**src/rtl/fm0_enc_pkg.sv**
```systemverilog
`timescale 1ns/1ps
package fm0_enc_pkg;

    typedef enum logic [1:0] {
        SYM_ZERO = 2'd0,
        SYM_ONE  = 2'd1,
        SYM_VIOL = 2'd2
    } sym_kind_e;

    typedef enum logic [2:0] {
        ST_IDLE    = 3'd0,
        ST_PILOT   = 3'd1,
        ST_PREAMB  = 3'd2,
        ST_PAYLOAD = 3'd3,
        ST_TAIL    = 3'd4,
        ST_FINISH  = 3'd5
    } enc_state_e;

    localparam int PREAMB_SYMS = 6;

endpackage

```
**src/rtl/fm0_pattern_src.sv**
```systemverilog
`timescale 1ns/1ps
module fm0_pattern_src
    import fm0_enc_pkg::*;
#(
    parameter int IDX_W = 7
) (
    input  enc_state_e       st_i,
    input  logic [IDX_W-1:0] idx_i,
    input  logic             data_bit_i,
    output sym_kind_e        kind_o
);

    // Picks which symbol kind the current stage position calls for.
    always_comb begin
        kind_o = SYM_ONE;
        unique case (st_i)
            ST_PILOT:   kind_o = SYM_ZERO;
            ST_PREAMB: begin
                if (idx_i == IDX_W'(1) || idx_i == IDX_W'(3)) begin
                    kind_o = SYM_ZERO;
                end else if (idx_i == IDX_W'(4)) begin
                    kind_o = SYM_VIOL;
                end else begin
                    kind_o = SYM_ONE;
                end
            end
            ST_PAYLOAD: kind_o = data_bit_i ? SYM_ONE : SYM_ZERO;
            ST_TAIL:    kind_o = SYM_ONE;
            default:    kind_o = SYM_ONE;
        endcase
    end

endmodule

```
**src/rtl/fm0_sym_coder.sv**
```systemverilog
`timescale 1ns/1ps
module fm0_sym_coder
    import fm0_enc_pkg::*;
(
    input  sym_kind_e  kind_i,
    input  logic       prev_lvl_i,
    output logic [1:0] pair_o
);

    logic first_half;
    logic second_half;

    // Boundary inversion unless violation; mid inversion only for data 0.
    always_comb begin
        first_half  = (kind_i == SYM_VIOL) ? prev_lvl_i : ~prev_lvl_i;
        second_half = (kind_i == SYM_ZERO) ? ~first_half : first_half;
        pair_o      = {first_half, second_half};
    end

endmodule

```
**src/rtl/fm0_half_shifter.sv**
```systemverilog
`timescale 1ns/1ps
module fm0_half_shifter (
    input  logic       clk,
    input  logic       rst_n,
    input  logic       load_i,
    input  logic [1:0] pair_i,
    input  logic       shift_i,
    input  logic       clear_i,
    output logic [1:0] pair_o,
    output logic       line_o,
    output logic       second_pending_o
);

    logic [1:0] pair_q;
    logic       line_q;
    logic       second_q;

    always_ff @(posedge clk or negedge rst_n) begin
        if (!rst_n) begin
            pair_q   <= 2'b00;
            line_q   <= 1'b0;
            second_q <= 1'b0;
        end else if (clear_i) begin
            pair_q   <= 2'b00;
            line_q   <= 1'b0;
            second_q <= 1'b0;
        end else if (load_i) begin
            pair_q   <= pair_i;
            line_q   <= pair_i[1];
            second_q <= 1'b1;
        end else if (shift_i) begin
            line_q   <= pair_q[0];
            second_q <= 1'b0;
        end
    end

    assign pair_o           = pair_q;
    assign line_o           = line_q;
    assign second_pending_o = second_q;

endmodule

```
**src/rtl/fm0_line_encoder.sv**
```systemverilog
`timescale 1ns/1ps
module fm0_line_encoder
    import fm0_enc_pkg::*;
#(
    parameter int CNT_W      = 7,
    parameter int PILOT_SYMS = 12
) (
    input  logic             clk,
    input  logic             rst_n,
    input  logic             start_i,
    input  logic             pilot_en_i,
    input  logic [CNT_W-1:0] nbits_i,
    input  logic             tick_i,
    input  logic             bit_i,
    output logic             bit_req_o,
    output logic [1:0]       half_pair_o,
    output logic             line_o,
    output logic             done_o
);

    localparam int PIL_W  = $clog2(PILOT_SYMS + 1);
    localparam int BASE_W = (CNT_W > PIL_W) ? CNT_W : PIL_W;
    localparam int IDX_W  = (BASE_W > 3) ? BASE_W : 3;

    enc_state_e       state_q, state_d, follow_st;
    logic [IDX_W-1:0] idx_q, idx_d;
    logic [CNT_W-1:0] nbits_q, nbits_d;
    logic             bit_q;
    logic             done_q;

    logic             active, stage_end, second_pending;
    logic             do_load, do_shift, do_clear, want_bit;
    sym_kind_e        cur_kind;
    logic [1:0]       cur_pair;

    // Stage bookkeeping
    always_comb begin
        active = (state_q == ST_PILOT) || (state_q == ST_PREAMB) ||
                 (state_q == ST_PAYLOAD) || (state_q == ST_TAIL);
        unique case (state_q)
            ST_PILOT:   stage_end = (idx_q == IDX_W'(PILOT_SYMS - 1));
            ST_PREAMB:  stage_end = (idx_q == IDX_W'(PREAMB_SYMS - 1));
            ST_PAYLOAD: stage_end = (idx_q == (IDX_W'(nbits_q) - IDX_W'(1)));
            ST_TAIL:    stage_end = 1'b1;
            default:    stage_end = 1'b0;
        endcase
        unique case (state_q)
            ST_PILOT:   follow_st = ST_PREAMB;
            ST_PREAMB:  follow_st = ST_PAYLOAD;
            ST_PAYLOAD: follow_st = ST_TAIL;
            ST_TAIL:    follow_st = ST_FINISH;
            default:    follow_st = ST_IDLE;
        endcase
    end

    // Next-state process
    always_comb begin
        state_d = state_q;
        idx_d   = idx_q;
        nbits_d = nbits_q;
        unique case (state_q)
            ST_IDLE: begin
                if (start_i && (nbits_i != '0)) begin
                    state_d = pilot_en_i ? ST_PILOT : ST_PREAMB;
                    idx_d   = '0;
                    nbits_d = nbits_i;
                end
            end
            ST_PILOT, ST_PREAMB, ST_PAYLOAD, ST_TAIL: begin
                if (tick_i && second_pending) begin
                    if (stage_end) begin
                        idx_d   = '0;
                        state_d = follow_st;
                    end else begin
                        idx_d = idx_q + IDX_W'(1);
                    end
                end
            end
            ST_FINISH: begin
                if (tick_i) begin
                    state_d = ST_IDLE;
                end
            end
            default: state_d = ST_IDLE;
        endcase
    end

    // Output-decode process
    always_comb begin
        do_load  = active && tick_i && !second_pending;
        do_shift = active && tick_i && second_pending;
        do_clear = (state_q == ST_FINISH) && tick_i;
        want_bit = do_shift &&
                   (((state_q == ST_PREAMB) && stage_end) ||
                    ((state_q == ST_PAYLOAD) && !stage_end));
    end

    // State register process
    always_ff @(posedge clk or negedge rst_n) begin
        if (!rst_n) begin
            state_q <= ST_IDLE;
            idx_q   <= '0;
            nbits_q <= '0;
            bit_q   <= 1'b0;
            done_q  <= 1'b0;
        end else begin
            state_q <= state_d;
            idx_q   <= idx_d;
            nbits_q <= nbits_d;
            done_q  <= do_clear;
            if (want_bit) begin
                bit_q <= bit_i;
            end
        end
    end

    fm0_pattern_src #(.IDX_W(IDX_W)) u_pattern (
        .st_i       (state_q),
        .idx_i      (idx_q),
        .data_bit_i (bit_q),
        .kind_o     (cur_kind)
    );

    fm0_sym_coder u_coder (
        .kind_i     (cur_kind),
        .prev_lvl_i (line_o),
        .pair_o     (cur_pair)
    );

    fm0_half_shifter u_shift (
        .clk              (clk),
        .rst_n            (rst_n),
        .load_i           (do_load),
        .pair_i           (cur_pair),
        .shift_i          (do_shift),
        .clear_i          (do_clear),
        .pair_o           (half_pair_o),
        .line_o           (line_o),
        .second_pending_o (second_pending)
    );

    assign bit_req_o = want_bit;
    assign done_o    = done_q;

endmodule

```
**config.mk**
```make
export PLATFORM = sky130hd
export DESIGN_NAME = fm0_line_encoder
export DESIGN_NICKNAME = d
export VERILOG_FILES = /design/src/rtl/fm0_enc_pkg.sv /design/src/rtl/fm0_pattern_src.sv /design/src/rtl/fm0_sym_coder.sv /design/src/rtl/fm0_half_shifter.sv /design/src/rtl/fm0_line_encoder.sv
export SDC_FILE = /design/constraint.sdc
export NUM_CORES = 1
export LEC_CHECK = 0
export BUFFER_PORTS_ARGS = -buffer_cell sky130_fd_sc_hd__buf_4
export CORE_AREA = 4 4 70 65
export DETAILED_ROUTE_END_ITERATION = 6
export DIE_AREA = 0 0 74 69
export SLEW_MARGIN = 20
export SYNTH_ARGS = -nofsm -noshare
export SYNTH_HDL_FRONTEND = slang
export SYNTH_SLANG_ARGS = --single-unit
```
**constraint.sdc**
```tcl
create_clock -name clk -period 2.9 [get_ports clk]
set_input_delay 0.58 -clock clk [delete_from_list [all_inputs] [get_ports clk]]
set_output_delay 0.58 -clock clk [all_outputs]
set_load 0.05 [all_outputs]
```
* After elaboration in Yosys (flattened, before gate mapping) *
Cells that the tools add are included.
W data, S select, Z words.

storage, ports and cells
  input bits = 13
  word-level logic and storage cells = 80
  flip-flop bits (word level) = 23
  output and inout port bits = 5

cells by class
  add/subtract/negate cells = 2
  bitwise logic cells = 2
  reduce and logical (&&, ||, !) cells = 26
  mux-type cells = 26
  equal/unequal tests = 16

operators by type and width
  kind                   number
  $mux W7                3
  $eq A7 B3 Y1 const B   2
  $pmux W7 S2            1
  $mux W3                4
  $pmux W3 S4            1
  $mux W2                5
  $logic_and A1 B1 Y1    9
  $mux W1                9
  $pmux W3 S3            1
  $ne A2 B2 Y1 const B   4
  $add A7 B1 Y7 const B  1
  $eq A7 B1 Y1 const B   1
  $eq A7 B2 Y1 const B   1
  $eq A7 B4 Y1 const B   1
  $eq A7 B7 Y1           1
  $reduce_bool A7 Y1     1
  $sub A7 B1 Y7 const B  1
  $eq A3 B2 Y1 const B   2
  $eq A3 B3 Y1 const B   2
  $pmux W2 S3            1
  $logic_or A1 B1 Y1     5
  $pmux W1 S4            1
  $reduce_and A4 Y1      1
  $reduce_bool A2 Y1     2
  other kinds (10)       12

* Logic depth before layout (Yosys ltp) *
Gate-level depths: netlist of the first run.

  depth after elaboration = 10
  mapped depth = 9
  gate-level depth less buffers = 9

* Cells and area by module *
Synthesis of the first run repeated with hierarchy kept, for this count alone.

unflattened totals
  cell total of the unflattened synthesis = 200
  area total of the unflattened synthesis = 1746.7 um2

modules (own cells, without submodules)
  module            cells each  area each (um2)  times used  sequential area each (um2)
  fm0_line_encoder  171         1462.7           1           475.5
  fm0_half_shifter  14          171.4            1           100.1
  fm0_pattern_src   10          71.3             1           0.0
  fm0_sym_coder     5           41.3             1           0.0

* Worst setup path before layout of the first run *
Ideal clock, no wire load.

  path type = register to output
  start = register nbits_q[0]
  end = output port bit_req_o
  path slack = -0.220 ns
  path buffers = 0
  data arrival time = 2.540 ns
  stages on the path, launching flop included = 10
  cells stage by stage = dfrtp_1 -> inv_1 -> ha_1 -> nor3b_1 -> xor2_1 -> o21ai_0 -> a211oi_4 -> nor2_4 -> xnor2_1 -> nor2_1

on the way
  word-level cells in the longest chain between the ends = 7

ends and longest elaborated chain
  item                      RTL line                 source
  start: declaration        fm0_line_encoder.sv:27   logic [CNT_W-1:0] nbits_q, nbits_d;
  start signal: assignment  fm0_line_encoder.sv:109  nbits_q <= nbits_d;
  $sub A7 B1 Y7 *           fm0_line_encoder.sv:43   ST_PAYLOAD: stage_end = (idx_q == (IDX_W'(nbits_q) - IDX_W'(1)));
  $eq A7 B7 Y1 *            fm0_line_encoder.sv:43
  $pmux W1 S4 *             fm0_line_encoder.sv:40   unique case (state_q)
  $logic_not A1 Y1          fm0_line_encoder.sv:95   ((state_q == ST_PAYLOAD) && !stage_end));
  $logic_and A1 B1 Y1       fm0_line_encoder.sv:95
  $logic_or A1 B1 Y1 *      fm0_line_encoder.sv:94   (((state_q == ST_PREAMB) && stage_end) ||
  $logic_and A1 B1 Y1 *     fm0_line_encoder.sv:93   want_bit = do_shift &&
  end: declaration          fm0_line_encoder.sv:15   output logic bit_req_o,

Mark *: on every way between the ends. The rest lies on a longest branch, timed or not.

* Worst setup path in the final report of the first run *
  start = register nbits_q[1]
  end = output port bit_req_o

The elaborated chain is that of the path after synthesis.

==> results.md, run 1 <==
Place:
- The number of cells in the design after placement is 252.
- After legalization and detailed placement, the total HPWL measured 3.14 mm.
- Once placement finished, the instance area stood at 1920 sq um.
- Routability-driven placement finished with a final weighted congestion of 0.871.
- Timing analysis after detailed placement gives a worst setup slack of -46.8 ps.
- Buffers placed on the I/O ports in this run total 17.

Cells and area:
- After the flow finishes, the layout carries non-filler instances totaling 259.
- The diode insertion count for antenna repair is 0.
- The count of nets after finishing is 231.
- The filler cell count is 336.
- The layout overhead on the synthesized area is 22.0%.
- Measured on the finished design, the core utilization comes to 0.542.
- The share of cells above drive strength 1 is 0.286.
- The final standard cell area without fillers is 2040 sq um.

Clock tree:
- CTS placed an instance of sky130_fd_sc_hd__clkbuf_8 at the clock tree root.
- TritonCTS built the clock tree.
- Buffers inserted to repair hold after CTS numbered 0.
- In this run the deepest clock path goes through 2 buffers.
- In this run, CTS created clock tree buffers numbering 3.
- The insertion delay of the later-clocked pin in the worst-skew pair is 270 ps.
- Clock-pin slew was measured on the worst setup and hold paths at 90 ps.
- The count of H-tree levels built during CTS is 1.
- The TritonCTS sink count is 23.

Global routing:
- The initial antenna violation count is 0.
- Entering global routing, the biggest net connects 24 pins.
- The first-pass GRT wire length is 6.93 mm.
- The aggregate global-route resource usage is 0.170.
- The total grt overflow is 0.
- The number of global-route vias before repair came to 1,488.

STA:
- The hold violation count in the final report is 0.
- Setup repair after global routing could not meet its margin everywhere.
- The slew at the pin closest to its max-slew limit is 557 ps.
- The summed negative setup slack over all endpoints is -116 ps.
- The number of pins with negative max-slew slack in the final report was 0.
- The share of the cycle needed by the critical path after routing is 1.04.
- The achievable frequency is 0.332 GHz.
- Setup violations remaining at the end of the flow were counted as 1.
- For the finished layout, the period the worst path requires is 3020 ps.
- The max-slew headroom at the worst pin is 0.618.
- For the final database, setup skew stands at 1.09 ps.
- After layout, the worst setup slack is -116 ps.

Route:
- The first routing iteration left 55 violations.
- For this run, design rule violations remaining after detail routing come to 0.
- The mean routed wirelength per cell is 15.8 um.
- Once detail routing completed, the nets flagged for antenna violations numbered 0.
- The total detailed-routing wirelength is 4.09 mm.
- The first-pass detailed-route iteration total is 7.
- The number of vias in the routed layout is 1,497.
- The number of vias per cell is 5.78.

Synth:
- For this run, asynchronously set or reset flops after synthesis account for 1.00.
- For this run, the leading register cell type out of synthesis is sky130_fd_sc_hd__dfrtp_1.
- The largest total area in the synthesized netlist belongs to sky130_fd_sc_hd__dfrtp_1.
- The cell area that synthesis handed to floorplanning was 1670 sq um.
- By area the synthesized netlist is led by sky130_fd_sc_hd__dfrtp_1, sky130_fd_sc_hd__mux2_2, sky130_fd_sc_hd__a22o_1, sky130_fd_sc_hd__ha_1, sky130_fd_sc_hd__nand2_1.
- The post-synthesis sequential element count is 23.
- The distinct cell type count of the synthesized netlist is 51.
- The total number of yosys warnings is 0.
- The post-synthesis average cell area is 9.07 sq um.
- The synthesized netlist cell count is 184.
- Synthesis produced a netlist with a net count of 201.
- The most common cell in the netlist is sky130_fd_sc_hd__dfrtp_1.
- Of the synthesized area, sequential elements account for 0.345.
- Yosys mapped a number of flops with a built-in enable equal to 0.
- The fraction of post-synthesis cell area in the top cell type by area is 0.345.
- Ranked by instance count, the synthesized netlist is headed by sky130_fd_sc_hd__dfrtp_1, sky130_fd_sc_hd__nand2_1, sky130_fd_sc_hd__nor2_1.

Floorplanning:
- The floorplan step set the die width to 74 um.
- In this run the core area contains 21 standard-cell rows.
- The total I/O pin count is 18.
- The floorplan step set the die height to 69 um.
- For this configuration, the core starts out at a cell density of 0.444.
- The floorplan core area is 3760 sq um.
- The die covers 5110 sq um.

Run status:
- The run finished, with violations left.
- The final reports fail on negative setup slack.

Power:
- Of the total power, the share spent switching nets is 0.470.
- For this design the static power due to leakage is 0.873 nW.
- The power spent charging and discharging nets is 0.990 mW.
- The cell-internal power is 1.12 mW.
- Of the total power, combinational logic draws 0.604.
- The proportion of power drawn by flip-flops and latches is 0.296.
- The clock share of power is 0.100.
- The power per cell area is 1040 nW/um^2.
- IR analysis of the VDD net gives a maximum drop of 0.000464 V.

Critical path:
- The top fanout value on the critical path is 3.
- The register-to-register setup slack is 360 ps.
- The number of cells on the worst reg-to-reg path is 8.
- The setup path with the least slack is of type reg2out.
- The worst register-to-register path ends at idx_q[0]$_DFFE_PN0P_.
- The type of element capturing the critical path is a primary output.
- The data arrival time at the worst-slack endpoint is 2440 ps.
- At the worst endpoint, the required time is 2320 ps.
- In this run the critical register-to-register path is launched from nbits_q[1]$_DFFE_PN0P_.
- The type of element launching the critical path is a flip-flop.

Worst hold path:
- In this run the worst hold path is classified as in2async.

Run:
- The tool flagged a number of max-cap violations equal to 0.
-- power by group through the flow --
stage	logic [mW]	clock network, mW	registers, mW
global placement	1.17	0	0.604
detailed placement	1.20	0	0.617
floorplan	0.827	0	0.627
global route	1.40	0.223	0.649
finish	1.27	0.211	0.624
CTS	1.23	0.214	0.613
-- registers in the layout, indices dropped and copies added, names as in the netlist --
| signal | count |
|---|---|
| u_shift.pair_o | 2 |
| nbits_q | 7 |
| idx_q | 7 |
| u_shift.line_o | 1 |
| done_o | 1 |
| state_q | 3 |
| bit_q | 1 |
| u_shift.second_pending_o | 1 |
-- critical path, cell delays in order, from the launching register on --
cell,delay [ps]
sky130_fd_sc_hd__dfrtp_1,410
sky130_fd_sc_hd__or4_4,550
sky130_fd_sc_hd__or4_4,440
sky130_fd_sc_hd__a21o_1,200
sky130_fd_sc_hd__nand4_4,110
sky130_fd_sc_hd__nor2_4,50
sky130_fd_sc_hd__xnor2_2,150
sky130_fd_sc_hd__nor2_4,100
sky130_fd_sc_hd__buf_8,150
-- worst max-delay path by stage --
stage | startpoint | endpoint | slack, ps | cells after the start
after floorplan | nbits_q[0]$_DFFE_PN0P_ | bit_req_o | 120 | 9
after global placement | nbits_q[0]$_DFFE_PN0P_ | bit_req_o | 50 | 10
after detailed placement | nbits_q[0]$_DFFE_PN0P_ | bit_req_o | -50 | 10
after CTS | nbits_q[0]$_DFFE_PN0P_ | bit_req_o | -120 | 8
after global routing | nbits_q[1]$_DFFE_PN0P_ | bit_req_o | -180 | 8
final | nbits_q[1]$_DFFE_PN0P_ | bit_req_o | -120 | 8
-- metrics by stage --
stage	hold WS (ps)	power, mW
after detailed placement	497	1.81
after CTS	196	2.06
after global routing	206	2.27
after global placement	491	1.77
final	186	2.11
after floorplan	284	1.45
-- logic make-up after synthesis --
kind of cell | synth area share
muxes | 0.0802
buffers and inverters | 0.0420
xor gates and xnor gates | 0.0525
DFF | 0.345
AOI/OAI and AO/OA | 0.189
adders and majority gates | 0.0300
and+or+nand+nor | 0.262
-- repair_timing --
action	in CTS	in global routing
gates resized for setup	3	7
setup buffers	2	1
hold endpoints to repair	0	0
setup endpoints to repair	1	1
pin swaps	3	4
-- placed cells by master (no fill, tap or decap), types with 3 or more instances in the layout --
cell type,instances
sky130_fd_sc_hd__nor4_1,3
sky130_fd_sc_hd__nor2_4,3
sky130_fd_sc_hd__nand2_1,13
sky130_fd_sc_hd__mux2_2,7
sky130_fd_sc_hd__o21ai_0,7
sky130_fd_sc_hd__ha_1,4
sky130_fd_sc_hd__nand3_1,9
sky130_fd_sc_hd__nor2_1,12
sky130_fd_sc_hd__a22o_1,6
sky130_fd_sc_hd__clkbuf_8,3
sky130_fd_sc_hd__mux2i_1,4
sky130_fd_sc_hd__a21oi_1,7
sky130_fd_sc_hd__xor2_1,4
sky130_fd_sc_hd__inv_1,11
sky130_fd_sc_hd__dfrtp_1,22
sky130_fd_sc_hd__nor2b_1,4
sky130_fd_sc_hd__o21ai_1,5
sky130_fd_sc_hd__nor3_1,7
sky130_fd_sc_hd__buf_4,31
sky130_fd_sc_hd__o211ai_1,3
sky130_fd_sc_hd__xnor2_1,4
-- layout make-up --
type	count	area, sq um	area share
multi-input combinational	143	1070	0.524
sequential	23	577	0.283
timing repair buffer	32	248	0.122
tap	46	57.6	0.0283
clock buffer	3	41.3	0.0203
inverter	11	41.3	0.0203
clock inverter	1	5.00	0.00246
-- routing by layer --
metal,vias up,wire (um),GRT usage
met1,734,1910,0.226
met3,5,159,0.0334
met5,-,0,0
met4,0,36,0.0483
met2,30,1990,0.275
li1,728,-,-
Note: power is estimated with default switching activity, not from simulation.
==> run 2, diff against run 1 <==
--- a/config.mk
+++ b/config.mk
@@ -6,10 +6,11 @@
 export NUM_CORES = 1
 export LEC_CHECK = 0
 export BUFFER_PORTS_ARGS = -buffer_cell sky130_fd_sc_hd__buf_4
-export CORE_AREA = 4 4 70 65
+export CORE_AREA = 4 4 71 67
 export DETAILED_ROUTE_END_ITERATION = 6
-export DIE_AREA = 0 0 74 69
+export DIE_AREA = 0 0 75 71
 export SLEW_MARGIN = 20
 export SYNTH_ARGS = -nofsm -noshare
 export SYNTH_HDL_FRONTEND = slang
+export SYNTH_HIERARCHICAL = 1
 export SYNTH_SLANG_ARGS = --single-unit
==> results.md, run 2 <==
Run status:
- The flow ran to the end, but the final reports show violations.
- The checks that failed: negative setup slack.

Synth:
- The count of flip-flops with a built-in enable after synthesis is 0.
- Of the post-synthesis cell area, the dominant cell type holds 0.330.
- The synthesized design contains 23 register bits.
- The sequential area share after synthesis is 0.330.
- The most area-hungry cell type in the Yosys netlist is sky130_fd_sc_hd__dfrtp_1.
- The most used flip-flop cell after synthesis is sky130_fd_sc_hd__dfrtp_1.
- Ranked by total cell area, the synthesized netlist is headed by sky130_fd_sc_hd__dfrtp_1, sky130_fd_sc_hd__o21ai_0, sky130_fd_sc_hd__nand2_1, sky130_fd_sc_hd__mux2i_1, sky130_fd_sc_hd__xnor2_1.
- The synthesized area is 1750 sq um.
- Counting instances in the post-synthesis netlist gives the leading cell types as sky130_fd_sc_hd__dfrtp_1, sky130_fd_sc_hd__nand2_1, sky130_fd_sc_hd__o21ai_0.
- After synthesis, the mean cell area works out to 8.73 sq um.
- The distinct cell type count of the synthesized netlist is 56.
- The number of nets handed over by synthesis was 215.
- For this run, the number of Yosys warnings is 6.
- The share of flip-flops with an asynchronous set or reset after synthesis is 1.00.
- The synthesized netlist cell count is 200.
- sky130_fd_sc_hd__dfrtp_1 is the most common cell in the netlist.

Route:
- The number of vias per cell is 5.80.
- The post-route DRC violation count is 0.
- After detailed routing, the average wire length per cell comes to 15.5 um.
- The number of vias in the routed layout is 1,646.
- The first-pass detailed-route iteration total is 4.
- The number of nets with antenna violations after routing is 0.
- The detailed router finished its first iteration with 140 violations.
- The total detailed-routing wirelength is 4.41 mm.

Cells and area:
- In the final layout, the share of cells above drive strength 1 is 0.318.
- The final layout contains 252 nets.
- Once layout is complete, the utilization of the core stands at 0.551.
- The layout overhead on the synthesized area is 25.9%.
- The leading cell type in the layout, fill and taps excluded is sky130_fd_sc_hd__buf_4.
- In the layout the commonest cells are sky130_fd_sc_hd__buf_4, sky130_fd_sc_hd__dfrtp_1, sky130_fd_sc_hd__nand2_1, sky130_fd_sc_hd__o21ai_0, sky130_fd_sc_hd__nor2_1.
- The final standard cell area without fillers is 2200 sq um.
- The repair_antennas step left the layout with diodes totalling 0.
- In the final layout, the registers with the most flip-flops are idx_q: 7 flops, nbits_q: 7 flops, state_q: 3 flops.

Critical path:
- Counting both buffers and inverters, the worst setup path holds a total of 2.
- The first element of the critical path is nbits_q[4]$_DFFE_PN0P_.
- The largest stage delay on the critical path is 470 ps.
- The signal on the critical path passes through or3_4 -> buf_4 -> or4_4 -> o21ai_2 -> and4b_1 -> o21a_2 -> xnor2_4 -> nor3_4 -> buf_6.
- The kind of cell adding the most delay to the critical path is simple AND/OR/NAND/NOR gates.
- In this run the worst path has a maximum fanout of 4.
- The type of element capturing the critical path is a primary output.
- The startpoint identified for the worst register-to-register timing path is nbits_q[4]$_DFFE_PN0P_.
- The critical path is of the reg2out type.
- For the worst setup path, the data required time is 2320 ps.
- Data on the critical path arrives at its endpoint at 2590 ps.
- The slowest cell on the critical path is sky130_fd_sc_hd__or4_4.
- The worst setup path is launched from a flip-flop.

Floorplanning:
- From bottom edge to top edge, the die measures 71 um.
- The initial standard-cell utilization of the core is 0.438.
- The total I/O pin count is 18.
- The floorplan step defined a die boundary enclosing 5330 sq um.
- In this run the standard cell core region covers 3990 sq um.
- In this run the core area contains 22 standard-cell rows.
- The floorplan step set the die width to 75 um.

Place:
- The cell area reported after detailed placement is 2120 sq um.
- The wire-length estimate of the detail-placed layout is 3.36 mm.
- The count of buffers inserted at the top-level ports is 17.
- Routability-driven placement finished with a final weighted congestion of 0.818.

STA:
- The achievable frequency is 0.315 GHz.
- The max-slew headroom at the worst pin is 0.657.
- The hold violation count in the final report was 0.
- The time the worst path needs with I/O delays and setup is 3170 ps.
- The number of pins with negative max-slew slack in the final report was 0.
- The share of the cycle needed by the critical path after routing is 1.09.
- Adding up every negative setup slack in the final design gives -275 ps.
- The final-report setup violation count is 1.
- Setup repair after global routing could not meet its margin everywhere.
- Setup slack on the critical path of the routed design comes to -275 ps.
- For the pin with the worst max-slew slack, the measured transition is 513 ps.
- The final worst clock skew is 6.10 ps.
- Final hold analysis gives a worst-case slack of 193 ps.

Clock tree:
- The CTS tree is yes.
- The insertion delay of the later-clocked pin in the worst-skew pair is 270 ps.
- The maximum buffer depth of the clock tree is 2.
- Clock tree synthesis selected as its root buffer the cell sky130_fd_sc_hd__clkbuf_8.
- The count of hold-fix buffers inserted at cts is 0.
- Clock tree synthesis inserted a total of 3 buffers.
- In this run the number of H-tree levels came out at 1.
- For this design, the sink count on the clock tree is 23.
- The register clock-pin slew on the reported worst setup and hold paths is 90 ps.

Global routing:
- The total grt overflow is 0.
- The maximum number of pins on one net before global-route repair is 24.
- The number of global-route vias before repair is 1,642.
- The aggregate global-route resource usage is 0.178.
- The initial antenna violation count is 0.
- The first global-routing pass estimated 7.52 mm of wire.

Run:
- Across the run, the number of max-cap violations was 0.

Power:
- IR analysis of the VDD net gives a maximum drop of 0.000388 V.
- The static leakage is 0.955 nW.
- Power spread over the standard cell area amounts to 631 nW/um^2.
- The completed layout was analyzed and its total power is 1.39 mW.

Worst hold path:
- The min-delay analysis places its worst path in the category in2async.
[run 2: cell types whose count changed in the layout (fill, tap and decap cells not counted), moves of 3 or more]
cell,change
sky130_fd_sc_hd__inv_1,-5
sky130_fd_sc_hd__o21ai_0,+5
sky130_fd_sc_hd__or4_1,+3
sky130_fd_sc_hd__mux2_2,-3
sky130_fd_sc_hd__nand2b_1,+6
sky130_fd_sc_hd__nand3_1,-5
sky130_fd_sc_hd__a22o_1,-6
sky130_fd_sc_hd__nor2_4,-3
sky130_fd_sc_hd__nand2_1,+6
sky130_fd_sc_hd__ha_1,-3
sky130_fd_sc_hd__or2_2,+3
sky130_fd_sc_hd__buf_4,+12
[run 2: routing by layer]
| metal | vias to the layer above | wire length (um) | track usage |
|---|---|---|---|
| li1 | 805 | - | - |
| met1 | 793 | 1980 | 0.244 |
| met2 | 38 | 2110 | 0.281 |
| met3 | 10 | 256 | 0.0341 |
| met4 | 0 | 60 | 0.0494 |
| met5 | - | 0 | 0 |
[run 2: final cells by class]
type                            instances  area [sq um]
Clock buffer                            3          41.3
Clock inverter                          1          5.00
Fill cell                             355          1790
Inverter                                8          30.0
Multi-Input combinational cell        157          1150
Sequential cell                        23           577
Tap cell                               48          60.1
Timing Repair Buffer                   44           334
[run 2: what timing repair did]
item                       CTS  global route
setup endpoints to repair    1             1
setup buffers                1             1
resized for setup            2             6
pin swaps                    2             4
[run 2: logic make-up after synthesis]
logic type	count (synthesis)	share of synthesized area
multiplexers	10	0.0602
adder cells (fa/ha/maj)	2	0.0143
AO/OA/AOI/OAI	49	0.191
AND/OR/NAND/NOR	85	0.290
XOR/XNOR	11	0.0637
flip-flops	23	0.330
buffers and inverters	20	0.0516
[run 2: power by group]
| group | total (mW) | internal [mW] | leakage [nW] | switching [mW] |
|---|---|---|---|---|
| sequential | 0.474 | 0.400 | 0.261 | 0.0747 |
| combinational | 0.705 | 0.315 | 0.668 | 0.390 |
| clock | 0.208 | 0.0962 | 0.0255 | 0.112 |
[run 2: metrics by stage]
stage | setup WS, ps | std cells
global placement | -70.4 | 278
finish | -275 | 284
detailed placement | -122 | 278
global route | -415 | 284
CTS | -319 | 283
floorplan | -259 | 200
[run 2: worst register-to-register path, stage by stage (launching register included)]
cell,delay (ps)
sky130_fd_sc_hd__dfrtp_1,390
sky130_fd_sc_hd__or3_4,390
sky130_fd_sc_hd__buf_4,160
sky130_fd_sc_hd__or4_4,470
sky130_fd_sc_hd__o21ai_2,90
sky130_fd_sc_hd__o22ai_2,110
sky130_fd_sc_hd__o21a_2,250
sky130_fd_sc_hd__buf_4,140
sky130_fd_sc_hd__buf_4,160
sky130_fd_sc_hd__or3_4,370
sky130_fd_sc_hd__o31ai_2,210
[run 2: path summary, 6_finish.rpt]
path                       slack (ps)  cells after the start                       endpoint
min reg2reg                       540                      2  u_shift/pair_o[1]$_DFFE_PN0P_
min                               190                      1           idx_q[0]$_DFFE_PN0P_
max reg2reg                        90                     10           idx_q[1]$_DFFE_PN0P_
min in group clk                  530                      3         nbits_q[0]$_DFFE_PN0P_
max                              -270                      9                      bit_req_o
max in group asynchronous        2450                      1         nbits_q[2]$_DFFE_PN0P_
==> run 3, diff against run 2 <==
--- a/config.mk
+++ b/config.mk
@@ -6,9 +6,9 @@
 export NUM_CORES = 1
 export LEC_CHECK = 0
 export BUFFER_PORTS_ARGS = -buffer_cell sky130_fd_sc_hd__buf_4
-export CORE_AREA = 4 4 71 67
+export CORE_AREA = 4 4 68 70
 export DETAILED_ROUTE_END_ITERATION = 6
-export DIE_AREA = 0 0 75 71
+export DIE_AREA = 0 0 72 74
 export SLEW_MARGIN = 20
 export SYNTH_ARGS = -nofsm -noshare
 export SYNTH_HDL_FRONTEND = slang
==> results.md, run 3 (synthesis results as in run 2) <==
STA:
- On the final layout, the worst clock skew is 3.04 ps.
- The final-report setup violation count is 1.
- The share of the cycle needed by the critical path after routing is 1.10.
- The max-slew headroom at the worst pin is 0.616.
- Setup repair after global routing could not meet its margin everywhere.
- Setup total negative slack on the finished layout was measured at -298 ps.
- The hold violation count in the final report is 0.
- For the pin with the worst max-slew slack, the measured transition is 575 ps.
- The post-layout worst setup margin is -298 ps.
- The achievable frequency is 0.313 GHz.
- The tightest hold path in the finished design has a slack of 199 ps.
- The number of pins with negative max-slew slack in the final report is 0.
- The time the worst path needs with I/O delays and setup is 3200 ps.

Clock tree:
- The number of clock buffers inserted by TritonCTS is 3.
- In this run the number of H-tree levels came out at 1.
- The maximum buffer depth of the clock tree is 2.
- The insertion delay of the later-clocked pin in the worst-skew pair is 270 ps.
- CTS placed an instance of sky130_fd_sc_hd__clkbuf_8 at the clock tree root.
- The register clock-pin slew on the reported worst setup and hold paths is 80 ps.
- The count of hold-fix buffers inserted at cts is 0.
- The TritonCTS sink count is 23.
- TritonCTS built the clock tree.

Critical path:
- The termination of the worst setup path is bit_req_o.
- The type of element launching the critical path is a flip-flop.
- The data arrival time at the worst-slack endpoint is 2620 ps.
- The number of cells on the worst reg-to-reg path is 9.
- The worst register-to-register path begins at nbits_q[4]$_DFFE_PN0P_.
- The category of the most critical setup path is reg2out.
- The top fanout value on the critical path is 2.
- In this run the worst setup path begins at nbits_q[4]$_DFFE_PN0P_.
- The capture point of the worst reg-to-reg path is idx_q[1]$_DFFE_PN0P_.
- STA classifies the critical path endpoint as a primary output.
- In this run the register-to-register setup slack is 200 ps.
- The required time of the critical path is 2320 ps.

Power:
- Summed over all cells, the static leakage comes to 0.943 nW.
- The total design power is 1.38 mW.
- Dividing total power by cell area gives a power density of 630 nW/um^2.
- The worst-case IR drop observed on VDD is 0.000428 V.

Floorplanning:
- The total I/O pin count is 18.
- The initial standard-cell utilization of the core is 0.440.
- The floorplan core area is 3970 sq um.
- The overall die width is 72 um.
- The die is 74 um tall.
- The placement row count is 23.
- The die covers 5330 sq um.

Run:
- The reported max-cap violation count is 0.

Route:
- Using the TritonRoute via totals, the vias-per-cell ratio works out to 5.58.
- The mean routed wirelength per cell is 15.1 um.
- The detailed router finished its first iteration with 105 violations.
- Summed over all layers, the routed wires come to 4.30 mm.
- Detailed routing inserted a total of 1,589 vias.
- The post-route DRC violation count is 0.
- The first detailed-routing pass ran for 4 iterations.
- The number of nets with antenna violations after routing is 0.

Cells and area:
- In the layout the commonest cells are sky130_fd_sc_hd__buf_4, sky130_fd_sc_hd__dfrtp_1, sky130_fd_sc_hd__nand2_1, sky130_fd_sc_hd__o21ai_0, sky130_fd_sc_hd__nor2_1.
- Counting the fill cells in the layout gives 369.
- The largest registers in the layout are idx_q: 7 flops, nbits_q: 7 flops, state_q: 3 flops.
- The share of cells above drive strength 1 is 0.311.
- The area used by sequential logic in the layout is 577 sq um.
- The net count of the finished layout is 251.
- The multi-input gate area in the final layout is 1150 sq um.
- The area growth from synthesis to layout is 25.3%.
- The library cell used most frequently in the layout, excluding fill and tap cells, is sky130_fd_sc_hd__buf_4.
- The diode insertion count for antenna repair is 0.
- Excluding fillers, the count of instances in the completed layout stands at 285.

Global routing:
- The first global-routing pass estimated 7.38 mm of wire.
- The total grt overflow is 0.
- The aggregate global-route resource usage is 0.175.
- The maximum number of pins on one net before global-route repair is 24.
- The initial antenna violation count is 0.
- The number of global-route vias before repair is 1,590.

Place:
- The number of cells in the design after placement is 280.
- The placer's final routability congestion estimate is 0.824.
- The half-perimeter wire length of the detailed placement result is 3.30 mm.
- During placement, the flow inserted port buffers numbering 17.

Run status:
- The checks that failed: negative setup slack.
- The run finished, with violations left.

Worst hold path:
- The worst hold-check path type is in2async.
==> run 3: cell count changes in the layout (fill, tap and decap cells not counted), sizes merged <==
cell,previous run,this run
buf,44,43
clkbuf,3,4
clkinv,1,0
==> run 3: cell type report <==
cell class	count	area share
Inverter	8	0.0137
Multi-Input combinational cell	157	0.524
Tap cell	50	0.0286
Sequential cell	23	0.264
Timing Repair Buffer	43	0.149
Clock buffer	4	0.0206
==> run 3: worst min-delay path by stage <==
| stage | start | slack [ps] | to | depth (start not counted) |
|---|---|---|---|---|
| 3_3_place_gp | rst_n | 500 | nbits_q[6]$_DFFE_PN0P_ | 1 |
| 6_report | rst_n | 200 | nbits_q[6]$_DFFE_PN0P_ | 1 |
| 3_5_place_dp | rst_n | 500 | nbits_q[6]$_DFFE_PN0P_ | 1 |
| 2_1_floorplan | rst_n | 280 | bit_q$_DFFE_PN0P_ | 0 |
| 4_1_cts | rst_n | 210 | nbits_q[6]$_DFFE_PN0P_ | 1 |
| 5_1_grt | rst_n | 210 | bit_q$_DFFE_PN0P_ | 1 |
==> run 3: per-layer routing <==
layer / track usage / wire length, um / up-vias
met2: 0.277 / 2000 / 35
met5: 0 / 0 / -
met4: 0.0605 / 53 / 0
met3: 0.0243 / 191 / 6
met1: 0.248 / 2050 / 748
li1: - / - / 800
==> run 3: report_power, final <==
group	switching, mW	total (mW)	internal, mW
combinational	0.386	0.701	0.315
clock	0.107	0.206	0.0982
sequential	0.0722	0.472	0.400
==> run 3: what timing repair did <==
item,4_1_cts,5_1_grt
gates resized for setup,2,2
endpoints found under the setup margin,1,1
buffers inserted,0,1
pin swaps,2,4
==> run 3: metrics by stage <==
| stage | utilization | setup WS, ps | area, sq um |
|---|---|---|---|
| after global routing | 0.551 | -393 | 2190 |
| after CTS | 0.548 | -316 | 2180 |
| final | 0.551 | -298 | 2190 |
| after detailed placement | 0.536 | -113 | 2130 |
| after global placement | 0.536 | -84.2 | 2130 |
| after floorplan | - | -259 | 1820 |
==> run 3: critical path: stages (launching register included) <==
cell and delay [ps]:
sky130_fd_sc_hd__dfrtp_1 380, sky130_fd_sc_hd__or3_4 380, sky130_fd_sc_hd__o311a_1 310, sky130_fd_sc_hd__or4_4 480, sky130_fd_sc_hd__o22ai_2 190, sky130_fd_sc_hd__o21a_2 220, sky130_fd_sc_hd__xnor2_4 80, sky130_fd_sc_hd__nor3_4 120
sky130_fd_sc_hd__buf_6 180
